### src/rtl/cmdsched_pkg.sv
package cmdsched_pkg;

  typedef enum logic [1:0] {
    CMD_ACT   = 2'd0,
    CMD_PRE   = 2'd1,
    CMD_COLRD = 2'd2,
    CMD_COLWR = 2'd3
  } cmd_e;

  // strobes from control to datapath
  typedef struct packed {
    logic drainActive;
    logic actSwapOk;
  } sched_strobe_t;

endpackage

### src/rtl/sched_queue_scan.sv
module sched_queue_scan
  import cmdsched_pkg::*;
#(
  parameter int QDEPTH = 8,
  parameter int RANKS  = 2,
  parameter int BANKS  = 8,
  parameter logic [1:0] COL_CMD = CMD_COLRD,
  localparam int RANK_W = (RANKS > 1) ? $clog2(RANKS) : 1,
  localparam int BANK_W = (BANKS > 1) ? $clog2(BANKS) : 1,
  localparam int IDX_W  = (QDEPTH > 1) ? $clog2(QDEPTH) : 1,
  localparam int SLOTS  = RANKS * BANKS,
  localparam int SLOT_W = (SLOTS > 1) ? $clog2(SLOTS) : 1
) (
  input  logic [QDEPTH-1:0]        valid,
  input  logic [QDEPTH-1:0]        issuable,
  input  logic [2*QDEPTH-1:0]      cmdVec,
  input  logic [RANK_W*QDEPTH-1:0] rankVec,
  input  logic [BANK_W*QDEPTH-1:0] bankVec,
  input  logic [SLOTS-1:0]         precharging,
  output logic                     hitFound,
  output logic [IDX_W-1:0]         hitIdx,
  output logic                     anyFound,
  output logic [IDX_W-1:0]         anyIdx,
  output logic [1:0]               anyCmd
);

  logic [1:0]        cmdArr  [QDEPTH];
  logic [RANK_W-1:0] rankArr [QDEPTH];
  logic [BANK_W-1:0] bankArr [QDEPTH];
  logic [SLOT_W-1:0] slotArr [QDEPTH];
  logic [QDEPTH-1:0] colHere;
  logic [QDEPTH-1:0] preBlocked;
  logic [QDEPTH-1:0] hitReq;
  logic [QDEPTH-1:0] anyReq;

  for (genvar i = 0; i < QDEPTH; i++) begin : g_unpack
    assign cmdArr[i]  = cmdVec[2*i +: 2];
    assign rankArr[i] = rankVec[RANK_W*i +: RANK_W];
    assign bankArr[i] = bankVec[BANK_W*i +: BANK_W];
    assign slotArr[i] = SLOT_W'(rankArr[i]) * SLOT_W'(BANKS) + SLOT_W'(bankArr[i]);
    assign colHere[i] = valid[i] && (cmdArr[i] == COL_CMD);
    assign hitReq[i]  = colHere[i] && issuable[i];
    assign anyReq[i]  = valid[i] && issuable[i] && !preBlocked[i];
  end

  // a precharge waits while its bank is closing or still has a column user
  always_comb begin
    preBlocked = '0;
    for (int i = 0; i < QDEPTH; i++) begin
      if (cmdArr[i] == CMD_PRE) begin
        if (precharging[slotArr[i]]) preBlocked[i] = 1'b1;
        for (int j = 0; j < QDEPTH; j++) begin
          if (colHere[j] && rankArr[j] == rankArr[i] && bankArr[j] == bankArr[i])
            preBlocked[i] = 1'b1;
        end
      end
    end
  end

  // lowest index wins: scan from the top down
  always_comb begin
    hitFound = 1'b0;
    hitIdx   = '0;
    anyFound = 1'b0;
    anyIdx   = '0;
    for (int i = QDEPTH - 1; i >= 0; i--) begin
      if (hitReq[i]) begin
        hitFound = 1'b1;
        hitIdx   = IDX_W'(i);
      end
      if (anyReq[i]) begin
        anyFound = 1'b1;
        anyIdx   = IDX_W'(i);
      end
    end
  end

  assign anyCmd = cmdArr[anyIdx];

endmodule

### src/rtl/sched_datapath.sv
module sched_datapath
  import cmdsched_pkg::*;
#(
  parameter int QDEPTH = 8,
  parameter int RANKS  = 2,
  parameter int BANKS  = 8,
  localparam int RANK_W = (RANKS > 1) ? $clog2(RANKS) : 1,
  localparam int BANK_W = (BANKS > 1) ? $clog2(BANKS) : 1,
  localparam int IDX_W  = (QDEPTH > 1) ? $clog2(QDEPTH) : 1
) (
  input  sched_strobe_t              strb,
  input  logic [QDEPTH-1:0]          rdValid,
  input  logic [QDEPTH-1:0]          rdIssuable,
  input  logic [2*QDEPTH-1:0]        rdCmd,
  input  logic [RANK_W*QDEPTH-1:0]   rdRank,
  input  logic [BANK_W*QDEPTH-1:0]   rdBank,
  input  logic [QDEPTH-1:0]          wrValid,
  input  logic [QDEPTH-1:0]          wrIssuable,
  input  logic [2*QDEPTH-1:0]        wrCmd,
  input  logic [RANK_W*QDEPTH-1:0]   wrRank,
  input  logic [BANK_W*QDEPTH-1:0]   wrBank,
  input  logic [RANKS*BANKS-1:0]     bankPrecharging,
  input  logic [IDX_W-1:0]           actPickIdx,
  output logic                       grantValid,
  output logic                       grantFromWrite,
  output logic [IDX_W-1:0]           grantIdx,
  output logic [1:0]                 grantCmd
);

  logic             rdHitFound, rdAnyFound, wrHitFound, wrAnyFound;
  logic [IDX_W-1:0] rdHitIdx, rdAnyIdx, wrHitIdx, wrAnyIdx;
  logic [1:0]       rdAnyCmd, wrAnyCmd;

  sched_queue_scan #(.QDEPTH(QDEPTH), .RANKS(RANKS), .BANKS(BANKS), .COL_CMD(CMD_COLRD)) u_rdScan (
    .valid(rdValid), .issuable(rdIssuable), .cmdVec(rdCmd), .rankVec(rdRank),
    .bankVec(rdBank), .precharging(bankPrecharging),
    .hitFound(rdHitFound), .hitIdx(rdHitIdx),
    .anyFound(rdAnyFound), .anyIdx(rdAnyIdx), .anyCmd(rdAnyCmd)
  );

  sched_queue_scan #(.QDEPTH(QDEPTH), .RANKS(RANKS), .BANKS(BANKS), .COL_CMD(CMD_COLWR)) u_wrScan (
    .valid(wrValid), .issuable(wrIssuable), .cmdVec(wrCmd), .rankVec(wrRank),
    .bankVec(wrBank), .precharging(bankPrecharging),
    .hitFound(wrHitFound), .hitIdx(wrHitIdx),
    .anyFound(wrAnyFound), .anyIdx(wrAnyIdx), .anyCmd(wrAnyCmd)
  );

  always_comb begin
    grantValid     = 1'b0;
    grantFromWrite = 1'b0;
    grantIdx       = '0;
    grantCmd       = CMD_ACT;
    if (strb.drainActive) begin
      if (wrHitFound) begin
        grantValid = 1'b1; grantFromWrite = 1'b1; grantIdx = wrHitIdx; grantCmd = CMD_COLWR;
      end else if (wrAnyFound) begin
        grantValid = 1'b1; grantFromWrite = 1'b1; grantIdx = wrAnyIdx; grantCmd = wrAnyCmd;
      end else if (rdHitFound) begin
        grantValid = 1'b1; grantIdx = rdHitIdx; grantCmd = CMD_COLRD;
      end
    end else begin
      if (rdHitFound) begin
        grantValid = 1'b1; grantIdx = rdHitIdx; grantCmd = CMD_COLRD;
      end else if (rdAnyFound) begin
        grantValid = 1'b1;
        if (rdAnyCmd == CMD_ACT && strb.actSwapOk) begin
          grantIdx = actPickIdx; grantCmd = CMD_ACT;
        end else begin
          grantIdx = rdAnyIdx; grantCmd = rdAnyCmd;
        end
      end else if (wrHitFound) begin
        grantValid = 1'b1; grantFromWrite = 1'b1; grantIdx = wrHitIdx; grantCmd = CMD_COLWR;
      end
    end
  end

endmodule

### src/rtl/sched_ctrl.sv
module sched_ctrl
  import cmdsched_pkg::*;
#(
  parameter int OCC_W   = 7,
  parameter int HI_MARK = 60,
  parameter int LO_MARK = 50,
  parameter int CNT_W   = 16
) (
  input  logic               clk,
  input  logic               rstN,
  input  logic [OCC_W-1:0]   rdOcc,
  input  logic [OCC_W-1:0]   wrOcc,
  input  logic               actPickValid,
  input  logic               grantValid,
  input  logic [1:0]         grantCmd,
  output sched_strobe_t      strb,
  output logic               drainMode,
  output logic [CNT_W-1:0]   preCount
);

  localparam logic [OCC_W-1:0] HI_LVL = OCC_W'(HI_MARK);
  localparam logic [OCC_W-1:0] LO_LVL = OCC_W'(LO_MARK);

  logic drainQ;
  logic drainNow;

  // hysteresis first, then the forcing conditions
  assign drainNow = (drainQ && (wrOcc > LO_LVL)) || (wrOcc > HI_LVL) || (rdOcc == '0);

  assign strb.drainActive = drainNow;
  assign strb.actSwapOk   = actPickValid;

  always_ff @(posedge clk) begin
    if (!rstN) begin
      drainQ   <= 1'b0;
      preCount <= '0;
    end else begin
      drainQ <= drainNow;
      if (grantValid && grantCmd == CMD_PRE) preCount <= preCount + CNT_W'(1);
    end
  end

  assign drainMode = drainQ;

endmodule

### src/rtl/cmd_scheduler.sv
module cmd_scheduler
  import cmdsched_pkg::*;
#(
  parameter int QDEPTH  = 8,
  parameter int RANKS   = 2,
  parameter int BANKS   = 8,
  parameter int OCC_W   = 7,
  parameter int HI_MARK = 60,
  parameter int LO_MARK = 50,
  parameter int CNT_W   = 16,
  localparam int RANK_W = (RANKS > 1) ? $clog2(RANKS) : 1,
  localparam int BANK_W = (BANKS > 1) ? $clog2(BANKS) : 1,
  localparam int IDX_W  = (QDEPTH > 1) ? $clog2(QDEPTH) : 1
) (
  input  logic                      clk,
  input  logic                      rstN,
  input  logic [OCC_W-1:0]          rdOcc,
  input  logic [OCC_W-1:0]          wrOcc,
  input  logic [QDEPTH-1:0]         rdValid,
  input  logic [QDEPTH-1:0]         rdIssuable,
  input  logic [2*QDEPTH-1:0]       rdCmd,
  input  logic [RANK_W*QDEPTH-1:0]  rdRank,
  input  logic [BANK_W*QDEPTH-1:0]  rdBank,
  input  logic [QDEPTH-1:0]         wrValid,
  input  logic [QDEPTH-1:0]         wrIssuable,
  input  logic [2*QDEPTH-1:0]       wrCmd,
  input  logic [RANK_W*QDEPTH-1:0]  wrRank,
  input  logic [BANK_W*QDEPTH-1:0]  wrBank,
  input  logic [RANKS*BANKS-1:0]    bankPrecharging,
  input  logic                      actPickValid,
  input  logic [IDX_W-1:0]          actPickIdx,
  output logic                      grantValid,
  output logic                      grantFromWrite,
  output logic [IDX_W-1:0]          grantIdx,
  output logic [1:0]                grantCmd,
  output logic                      drainMode,
  output logic [CNT_W-1:0]          preCount
);

  sched_strobe_t strb;

  sched_ctrl #(.OCC_W(OCC_W), .HI_MARK(HI_MARK), .LO_MARK(LO_MARK), .CNT_W(CNT_W)) u_ctrl (
    .clk(clk), .rstN(rstN), .rdOcc(rdOcc), .wrOcc(wrOcc), .actPickValid(actPickValid),
    .grantValid(grantValid), .grantCmd(grantCmd), .strb(strb),
    .drainMode(drainMode), .preCount(preCount)
  );

  sched_datapath #(.QDEPTH(QDEPTH), .RANKS(RANKS), .BANKS(BANKS)) u_dp (
    .strb(strb),
    .rdValid(rdValid), .rdIssuable(rdIssuable), .rdCmd(rdCmd), .rdRank(rdRank), .rdBank(rdBank),
    .wrValid(wrValid), .wrIssuable(wrIssuable), .wrCmd(wrCmd), .wrRank(wrRank), .wrBank(wrBank),
    .bankPrecharging(bankPrecharging), .actPickIdx(actPickIdx),
    .grantValid(grantValid), .grantFromWrite(grantFromWrite), .grantIdx(grantIdx), .grantCmd(grantCmd)
  );

endmodule

### config.mk
export PLATFORM = sky130hd
export DESIGN_NAME = cmd_scheduler
export DESIGN_NICKNAME = d
export VERILOG_FILES = /design/src/rtl/cmdsched_pkg.sv /design/src/rtl/sched_queue_scan.sv /design/src/rtl/sched_datapath.sv /design/src/rtl/sched_ctrl.sv /design/src/rtl/cmd_scheduler.sv
export SDC_FILE = /design/constraint.sdc
export NUM_CORES = 1
export LEC_CHECK = 0
export ABC_AREA = 1
export BUFFER_PORTS_ARGS = -buffer_cell sky130_fd_sc_hd__buf_2
export CAP_MARGIN = 30
export CORE_MARGIN = 2
export CORE_UTILIZATION = 30
export CTS_CLUSTER_SIZE = 30
export DETAILED_ROUTE_END_ITERATION = 8
export HOLD_SLACK_MARGIN = 0.06
export PLACE_DENSITY_LB_ADDON = 0.08
export SETUP_SLACK_MARGIN = 0.2
export SLEW_MARGIN = 0
export SYNTH_ARGS = -nofsm -noshare
export SYNTH_HDL_FRONTEND = slang
export SYNTH_HIERARCHICAL = 1
export SYNTH_SLANG_ARGS = --single-unit
### constraint.sdc
create_clock -name clk -period 3.2 [get_ports clk]
set_input_delay 0.64 -clock clk [delete_from_list [all_inputs] [get_ports clk]]
set_output_delay 0.64 -clock clk [all_outputs]
set_load 0.02 [all_outputs]
==> results of run 1 <==
-- placed cells by master, fill, tap and decap left out, types with 11 or more instances in the layout --
master / instances
nor3_2: 19
nor3_1: 11
buf_12: 41
a21oi_1: 94
nand4_1: 31
inv_1: 148
nand2_4: 15
nand2_2: 76
nor2_4: 17
o21ai_0: 68
buf_4: 366
dfxtp_1: 17
a21oi_2: 11
o21ai_1: 35
nand3_1: 191
clkbuf_4: 12
buf_2: 133
xnor2_2: 13
nand2_1: 499
inv_2: 40
nand3_2: 59
nor2_2: 33
xnor2_1: 83
o211ai_1: 16
xor2_1: 45
nor2_1: 116
buf_6: 54
-- layout make-up --
type / count / area, µm² / area share [%]
clock buffer: 3 / 75.1 / 0.488
clock inverter: 1 / 5.00 / 0.0325
inverter: 212 / 880 / 5.72
multi-input combinational: 1481 / 8460 / 55.0
sequential: 17 / 340 / 2.21
tap: 396 / 495 / 3.22
timing repair buffer: 615 / 5130 / 33.3
-- worst max-delay path, delay by kind of cell --
kind                   cells  cell delay (ns)
buffers and inverters      6             0.84
AOI/OAI and AO/OA          3             0.62
and+or+nand+nor           13             1.16
-- cell families after synthesis --
family,synth area share [%]
buffers and inverters,17.0
and+or+nand+nor,50.5
adders and majority gates,0.134
DFF,3.66
xor gates and xnor gates,14.0
AOI/OAI and AO/OA,14.7
-- power breakdown --
group	leakage (nW)	switching [W]	total (W)	internal (W)
Sequential	0.137	0.00000741	0.000225	0.000217
Combinational	7.71	0.00134	0.00242	0.00109
Clock	0.0409	0.0000889	0.000256	0.000167
Total	7.89	0.00143	0.00290	0.00147
-- synth_stat cells, types with 2 or more instances --
cell type | n | area, µm²
nand2_2 | 14 | 87.6
or2_1 | 3 | 18.8
nor3_1 | 24 | 120
nand3b_1 | 5 | 37.5
a21oi_1 | 103 | 515
o31ai_1 | 5 | 37.5
xor2_1 | 50 | 438
inv_1 | 177 | 664
dfxtp_1 | 17 | 340
nor2_1 | 154 | 578
buf_4 | 43 | 323
o21ai_1 | 13 | 65.1
nor2_2 | 9 | 56.3
buf_6 | 33 | 372
a21oi_4 | 2 | 32.5
nand3_2 | 7 | 70.1
nor3_2 | 7 | 70.1
nand3_1 | 246 | 1230
xnor2_1 | 97 | 850
inv_4 | 2 | 12.5
inv_2 | 31 | 116
nand4_1 | 31 | 194
nand2_4 | 5 | 56.3
a21oi_2 | 2 | 17.5
nand2_1 | 569 | 2140
a21boi_0 | 2 | 15.0
nor2_4 | 3 | 33.8
buf_2 | 15 | 75.1
o21ai_0 | 99 | 495
clkbuf_1 | 2 | 7.51
o211ai_1 | 16 | 120
-- through the flow --
step | power [W] | instances | hold WS [ns]
3_5_place_dp | 0.00223 | 2673 | 0.494
3_3_place_gp | 0.00223 | 2673 | 0.480
4_1_cts | 0.00268 | 2698 | 0.514
5_1_grt | 0.00310 | 2725 | 0.544
6_report | 0.00290 | 2725 | 0.513
2_1_floorplan | 0.00133 | 1800 | 0.550
-- how the worst max path moves through the flow --
stage	from	endpoint	slack, ns	cells past startpoint
3_3_place_gp	rdBank[9]	grantIdx[0]	-0.87	24
5_1_grt	bankPrecharging[1]	grantCmd[1]	-0.85	25
6_report	wrBank[22]	grantCmd[0]	-0.70	22
2_1_floorplan	wrBank[21]	u_ctrl/preCount[14]$_SDFFE_PN0P_	-0.09	32
3_5_place_dp	rdBank[9]	grantIdx[0]	-0.87	22
4_1_cts	bankPrecharging[3]	grantIdx[0]	-0.66	31
-- metal layers --
metal / share of wire [%] / track usage (%) / wire length [µm] / up-vias
met1: 45 / 38.3 / 21500 / 6429
met3: 6.5 / 2.34 / 3120 / 73
met5: 0 / 0 / 0 / -
li1: - / - / - / 6841
met2: 46 / 45.8 / 22000 / 560
met4: 2.5 / 5.84 / 1190 / 0
-- flip-flops by register name, summed over array words and instances (netlist names) --
signal and count:
u_ctrl/drainMode 1, u_ctrl/preCount 16
-- what timing repair did --
action	in CTS	in global routing
setup buffers	17	23
pin swaps	84	94
resized for setup	200	239
endpoints found under the setup margin	23	23
cloned	4	4
==> flow_summary.ini, run 1 <==
[status]
status = finished with violations
violations = setup timing

[hold_path]
hold_end = u_ctrl/preCount[7]$_SDFFE_PN0P_
min-delay-start = u_ctrl/preCount[7]$_SDFFE_PN0P_
hp-class = flop to flop
hold_path_depth = 1

[logic_synthesis]
async_flop_share_pct = 0
synth_edf_count = 0
ys_warn_count = 6
yosysUniqueCellTypes = 45
yosysSeqAreaShare_pct = 3.66
synth_fp_nets = 1965
syn_area_per_cell_um2 = 5.17
syn_inst = 1800
synth-main-ff-cell = dfxtp_1
ys_ff_latch = 17
syn-cell-area_um2 = 9310

[timing]
fmax_mhz = 256
setup_ws_ns = -0.699
tns_ns = -13.04
post-route-period-util_pct = 122
rsz0062_at_grt = true
tightestPinTransition_ns = 0.434
slew_viol_final = 0
hold_viol_final = 0
setup_viol = 23
relSlewSlack_pct = 71.0
skew_ns = 0.00154
min_period_ns = 3.90

[critical_path]
r2r_slack_ns = 0.72
cp.arrival_ns = 3.26
crit_chain = buf_8 -> clkinvlp_4 -> buf_6 -> nand3_2 -> nand3_2 -> nand2_2 -> nand2_1 -> nand2_1 -> nand3_2 -> a21oi_2 -> inv_1 -> nand2_1 -> nand3_2 -> a21oi_4 -> buf_4 -> nand3_2 -> nand2_2 -> nand2_1 -> nand2_1 -> nor2_2 -> o211ai_2 -> buf_6
reg2regPathDepth = 18
critPathRequiredTime_ns = 2.56
crit_slowest_cell = a21oi_4
r2r-start = u_ctrl/drainMode$_SDFF_PN0_
max_stage_delay_ns = 0.22
worstSetupPathType = input pin to output port
cp-start-kind = input pin
worstPathMaxFanout = 8
critPathCaptureType = output port
reg2reg_to = u_ctrl/preCount[14]$_SDFFE_PN0P_

[layout]
final_nets = 2495
syn_to_final_growth_pct = 65.3
n_fill_cell = 3287
post-route-util_pct = 50.3
num_antenna_cells = 0
drive_gt1_share_pct = 41.1
postLayoutCellArea_um2 = 15400

[grt]
first_global_vias = 12828
grt-ovfl-total = 0
grt_usage_pct = 27.4
grt_max_degree = 16
grt_pass1_wl_um = 71500
antenna_found_initial = 0

[route]
num_vias = 13903
totalWireLength_um = 47800
firstDrtPassIters = 5
wire_per_inst_um = 17.5
antenna_left = 0
route.detailed.drc = 0
vias_per_cell = 5.10
dr.first_iter.drc_count = 1050

[clock_network]
root_buffer = clkbuf_16
h-tree-depth = 1
clk-insertion-delay-late_ns = 0.25
path_clk_slew_ns = 0.05
cts_inserted_buffers = 3
cts_hold_buf = 0
cts_buffer_depth = 2
cts_tree = yes
cts_sinks = 17

[placed_design]
numPortBuffers = 187
placed_area_um2 = 13400
dp_worst_setup_slack_ns = -0.873
post-dp-hpwl_um = 38700
gp_congestion = 0.952

[job]
maxCapViolations = 0

[die]
die_area_um2 = 32500
core_um2 = 30600
rows = 64
die_w_um = 180
die_h_um = 180
ioPinCount = 188
start_util_pct = 30.4

[power_and_ir_drop]
ir_worst_vdd_v = 0.000116
leakagePower_nw = 7.89
pwr_density_cell_nw_per_um2 = 189
(Power assumes the default switching activity.)
==> run 2: changes to the inputs <==
--- a/constraint.sdc
+++ b/constraint.sdc
@@ -3,2 +3,2 @@
 set_output_delay 0.64 -clock clk [all_outputs]
-set_load 0.02 [all_outputs]
+set_load 0.1 [all_outputs]
==> run 2 against run 1 <==
The run still ends with setup timing left. Count of clock-buffer cells in the layout unchanged. Combinational power grew 9.1%. Final area increased by 0.45%. Global-route usage up 0.91 points. Worst setup slack worse by 0.057 ns. Clock power hardly changed. Non-clock buffer count up 5. Flip-flop and latch count is the same. Die area is the same. Power grew 7.4%. Critical endpoint is now grantIdx[1]. Highest routed layer is now met5.
==> flow_summary.ini, run 2 (synthesis results as in run 1) <==
[layout]
multi_input_area_um2 = 8600
top_register = u_ctrl/preCount
n_fill_cell = 3238
largest_register_ffs = 16
layout.cells.most_common = nand2_1
final_cell_mix = nand2_1 (492), buf_4 (387), nand3_1 (182)
seqCellArea_um2 = 340
post-route-util_pct = 50.5
final_nets = 2501
postLayoutCellArea_um2 = 15500
syn_to_final_growth_pct = 66.0
drive_gt1_share_pct = 41.8

[job]
maxCapViolations = 0

[grt]
grt_pass1_wl_um = 74000
grt-ovfl-total = 0
grt_usage_pct = 28.3
grt_max_degree = 19
antenna_found_initial = 3
first_global_vias = 13432

[status]
status = finished with violations
violations = setup timing

[clock_network]
h-tree-depth = 1
root_buffer = clkbuf_16
clk-insertion-delay-late_ns = 0.25
path_clk_slew_ns = 0.05
cts_tree = yes
cts_buffer_depth = 2
cts_sinks = 17
cts_inserted_buffers = 3

[critical_path]
worstPathMaxFanout = 8
cp.arrival_ns = 3.32
cp.buffers_inverters = 6
crit_slowest_cell = nor2_1
cp-start-kind = input pin
max_stage_delay_ns = 0.17
r2r_slack_ns = 0.69
critical_path.top_delay_family = simple AND/OR/NAND/NOR gates
critPathCaptureType = output port
worstSetupPathType = input pin to output port
cpMostUsedCell = nand2_2
critPathRequiredTime_ns = 2.56

[route]
wire_per_inst_um = 17.9
firstDrtPassIters = 6
vias_per_cell = 5.11
antenna_left = 0
dr.first_iter.drc_count = 1146
totalWireLength_um = 48800
num_vias = 13956
route.detailed.drc = 0

[timing]
rsz0062_at_grt = true
tightestPinTransition_ns = 0.497
tns_ns = -11.38
slew_viol_final = 0
hold_viol_final = 0
relSlewSlack_pct = 67.1
min_period_ns = 3.96
holdWs_ns = 0.504
post-route-period-util_pct = 124
skew_ns = 0.00438
setup_ws_ns = -0.756
fmax_mhz = 253
setup_viol = 23

[placed_design]
placed_area_um2 = 13400
gp_congestion = 0.947
numPortBuffers = 187
post-dp-hpwl_um = 39200

[die]
start_util_pct = 30.4
core_um2 = 30600
rows = 64
die_area_um2 = 32500
die_h_um = 180
die_w_um = 180
ioPinCount = 188

[power_and_ir_drop]
ir_worst_vdd_v = 0.000213
pwr_density_cell_nw_per_um2 = 202
leakagePower_nw = 7.93

[hold_path]
hp-class = flop to flop
==> run 2: cell count changes in the layout (fill, tap and decap cells not counted), sizes merged, moves of 2 or more <==
cell | previous run | this run
buf | 600 | 616
clkbuf | 17 | 7
clkinvlp | 10 | 8
inv | 201 | 203
==> run 2: stage by stage <==
| step | total power [W] | std cells | setup WS, ns |
|---|---|---|---|
| final | 0.00312 | 2732 | -0.756 |
| after global routing | 0.00332 | 2732 | -0.867 |
| after CTS | 0.00287 | 2715 | -0.694 |
| after detailed placement | 0.00243 | 2684 | -0.968 |
| after global placement | 0.00243 | 2684 | -0.982 |
| after floorplan | 0.00149 | 1800 | -0.466 |
==> run 2: power by group <==
| group | internal (W) | total (W) | switching (W) | leakage [nW] |
|---|---|---|---|---|
| sequential | 0.000218 | 0.000225 | 0.00000753 | 0.137 |
| clock | 0.000167 | 0.000254 | 0.0000871 | 0.0409 |
| combinational | 0.00113 | 0.00264 | 0.00151 | 7.75 |
| total | 0.00152 | 0.00312 | 0.00160 | 7.93 |
==> run 2: path summary, 6_finish.rpt <==
check	cells past startpoint	from	endpoint
worst min-delay path	1	u_ctrl/preCount[7]$_SDFFE_PN0P_	u_ctrl/preCount[7]$_SDFFE_PN0P_
worst max register to register	16	u_ctrl/drainMode$_SDFF_PN0_	u_ctrl/preCount[8]$_SDFFE_PN0P_
worst max-delay path	26	rdBank[6]	grantIdx[1]
worst min register to register	1	u_ctrl/preCount[7]$_SDFFE_PN0P_	u_ctrl/preCount[7]$_SDFFE_PN0P_
==> run 2: routing by layer <==
metal	wire [µm]	vias up	global-route usage [%]	share of wire [%]
met5	13	-	0	0.027
met4	1740	2	9.23	3.6
met3	2990	108	2.53	6.1
met2	23300	569	49.6	48
met1	20800	6421	36.5	43
li1	-	6856	-	-
==> run 2: timing repair <==
| item | in CTS | in global routing |
|---|---|---|
| hold buffers | 0 | 0 |
| cloned | 4 | 1 |
| setup buffers | 23 | 15 |
| gates resized for setup | 217 | 253 |
| pin swaps | 90 | 132 |
| endpoints found under the setup margin | 23 | 23 |
==> run 2: area by class of cell <==
| type | count | share of cell area [%] |
|---|---|---|
| Clock buffer | 3 | 0.486 |
| Antenna cell | 1 | 0.0162 |
| Clock inverter | 1 | 0.0324 |
| Tap cell | 396 | 3.21 |
| Sequential cell | 17 | 2.20 |
| Inverter | 212 | 5.72 |
| Multi-Input combinational cell | 1482 | 55.6 |
| Timing Repair Buffer | 620 | 32.7 |
==> run 3: changes to the inputs <==
- BUFFER_PORTS_ARGS: -buffer_cell sky130_fd_sc_hd__buf_2 -> -buffer_cell sky130_fd_sc_hd__buf_4
==> run 3 against run 2 <==
The run still ends with setup timing left. Register-to-register slack worse by 0.26 ns. Global-route usage is 0.96 points lower. First-iteration DRC count decreased by 15%. Clock power rose by 2%. Sequential power barely moved. Largest cell class unchanged. Critical path depth is 5 lower. Count of clock-buffer cells in the layout is the same. Combinational power barely moved.
==> flow_summary.ini, run 3 (synthesis results as in run 1) <==
[status]
status = finished with violations
violations = setup timing

[timing]
rsz0062_at_grt = true
setup_ws_ns = -0.689
fmax_mhz = 257
tns_ns = -10.67
tightestPinTransition_ns = 0.365
setup_viol = 23
relSlewSlack_pct = 75.6
slew_viol_final = 0
min_period_ns = 3.89
hold_viol_final = 0
skew_ns = 0.00468
holdWs_ns = 0.513
post-route-period-util_pct = 122

[grt]
grt-ovfl-total = 0
antenna_found_initial = 2
grt_pass1_wl_um = 71500
grt_max_degree = 22
grt_usage_pct = 27.4
first_global_vias = 12954

[critical_path]
worstSetupPathType = input pin to output port
critPathRequiredTime_ns = 2.56
critical_path.top_delay_family = simple AND/OR/NAND/NOR gates
cp.arrival_ns = 3.25
cp.buffers_inverters = 5
crit_chain = buf_4 -> buf_12 -> xor2_1 -> nor2_2 -> nand2_1 -> o31ai_2 -> nor2_2 -> nand3b_1 -> nand2_1 -> nand2_2 -> nand2_4 -> nor3_4 -> inv_1 -> nand2_2 -> nand2_4 -> nor2_4 -> buf_6 -> nand3_4 -> nand3_2 -> nand3_4 -> buf_12
worstPathMaxFanout = 11
max_stage_delay_ns = 0.27
crit_slowest_cell = o31ai_2
critPathCaptureType = output port
cp-start-kind = input pin

[power_and_ir_drop]
pwr_density_cell_nw_per_um2 = 201
leakagePower_nw = 7.78
ir_worst_vdd_v = 0.000175

[placed_design]
dpl.cell_count = 2664
numPortBuffers = 187
post-dp-hpwl_um = 38000
placed_area_um2 = 13700
gp_congestion = 1.00
dp_worst_setup_slack_ns = -0.881

[route]
firstDrtPassIters = 8
dr.first_iter.drc_count = 970
num_vias = 13485
route.detailed.drc = 0
wire_per_inst_um = 17.6
vias_per_cell = 5.00
totalWireLength_um = 47400
antenna_left = 0

[clock_network]
h-tree-depth = 1
clk-insertion-delay-late_ns = 0.25
cts_hold_buf = 0
path_clk_slew_ns = 0.05
cts_buffer_depth = 2
root_buffer = clkbuf_16
cts_sinks = 17
cts_inserted_buffers = 3
cts_tree = yes

[layout]
largest_register_ffs = 16
postLayoutCellArea_um2 = 15400
syn_to_final_growth_pct = 64.9
layout.cells.most_common = buf_4
final_nets = 2467
drive_gt1_share_pct = 40.3
final_cell_mix = buf_4 (498), nand2_1 (483), nand3_1 (194)
top_register = u_ctrl/preCount
final_cells = 2698

[die]
ioPinCount = 188
core_um2 = 30600
die_w_um = 180
rows = 64
die_area_um2 = 32500
start_util_pct = 30.4
die_h_um = 180

[job]
maxCapViolations = 0

[hold_path]
hp-class = flop to flop
-- run 3: cell count changes in the layout (fill, tap and decap cells not counted), moves of 10 or more --
cell and delta:
buf_4 +111, buf_6 -11, nand3_2 -15, nand3_1 +12, xnor2_1 +10, buf_2 -128
-- run 3: layer usage --
metal / wire length (µm) / GRT usage (%) / share of wire, %
met1: 20400 / 35.1 / 43
met2: 23200 / 48.9 / 49
met3: 2230 / 1.66 / 4.7
met4: 1600 / 8.45 / 3.4
met5: 13 / 0 / 0.027
-- run 3: area by class of cell --
| class | instances | area [µm²] |
|---|---|---|
| well taps | 396 | 495 |
| repair buffers | 586 | 5060 |
| inverters | 212 | 878 |
| flip-flops and latches | 17 | 340 |
| diodes | 1 | 2.50 |
| fillers | 3273 | 15200 |
| clock inverters | 1 | 5.00 |
| clock buffers | 3 | 75.1 |
| multi-input cells | 1482 | 8490 |
-- run 3: path summary, 6_finish.rpt --
| path | from | endpoint | slack (ns) | cells after the start |
|---|---|---|---|---|
| worst min-delay path | u_ctrl/preCount[7]$_SDFFE_PN0P_ | u_ctrl/preCount[7]$_SDFFE_PN0P_ | 0.51 | 1 |
| worst max register to register | u_ctrl/drainMode$_SDFF_PN0_ | u_ctrl/preCount[8]$_SDFFE_PN0P_ | 0.43 | 17 |
| worst min register to register | u_ctrl/preCount[7]$_SDFFE_PN0P_ | u_ctrl/preCount[7]$_SDFFE_PN0P_ | 0.51 | 1 |
| worst max-delay path | rdBank[19] | grantIdx[2] | -0.69 | 21 |
-- run 3: per-stage QoR --
stage               utilization [%]  total power [W]
floorplan                         -          0.00149
finish                         50.2          0.00309
detailed placement             44.6          0.00243
global placement               44.6          0.00242
CTS                            47.5          0.00289
global route                   50.2          0.00329
-- run 3: repair_timing --
action,in CTS,in global routing
cloned,4,1
pin swaps,92,136
gates resized for setup,196,203
endpoints found under the setup margin,23,23
setup buffers,11,13
-- run 3: worst reg2reg max path, stage by stage (launching register included) --
cell and delay, ns:
dfxtp_1 0.33, o21ai_0 0.18, nand2_1 0.08, a21oi_1 0.26
inv_1 0.23, nor2_1 0.22, nand2_4 0.09, nor2_4 0.15
inv_2 0.07, o211ai_4 0.11, buf_6 0.13, nand2_2 0.05
nor2_4 0.18, nand4_1 0.23, nor2_2 0.19, nand2_1 0.07
nand2_1 0.06, nor2_1 0.04
-- run 3: where the power goes --
part	switching [W]	leakage (nW)	internal, W
registers	0.00000749	0.137	0.000217
logic	0.00147	7.60	0.00114
clock network	0.0000915	0.0409	0.000168
total	0.00157	7.78	0.00152
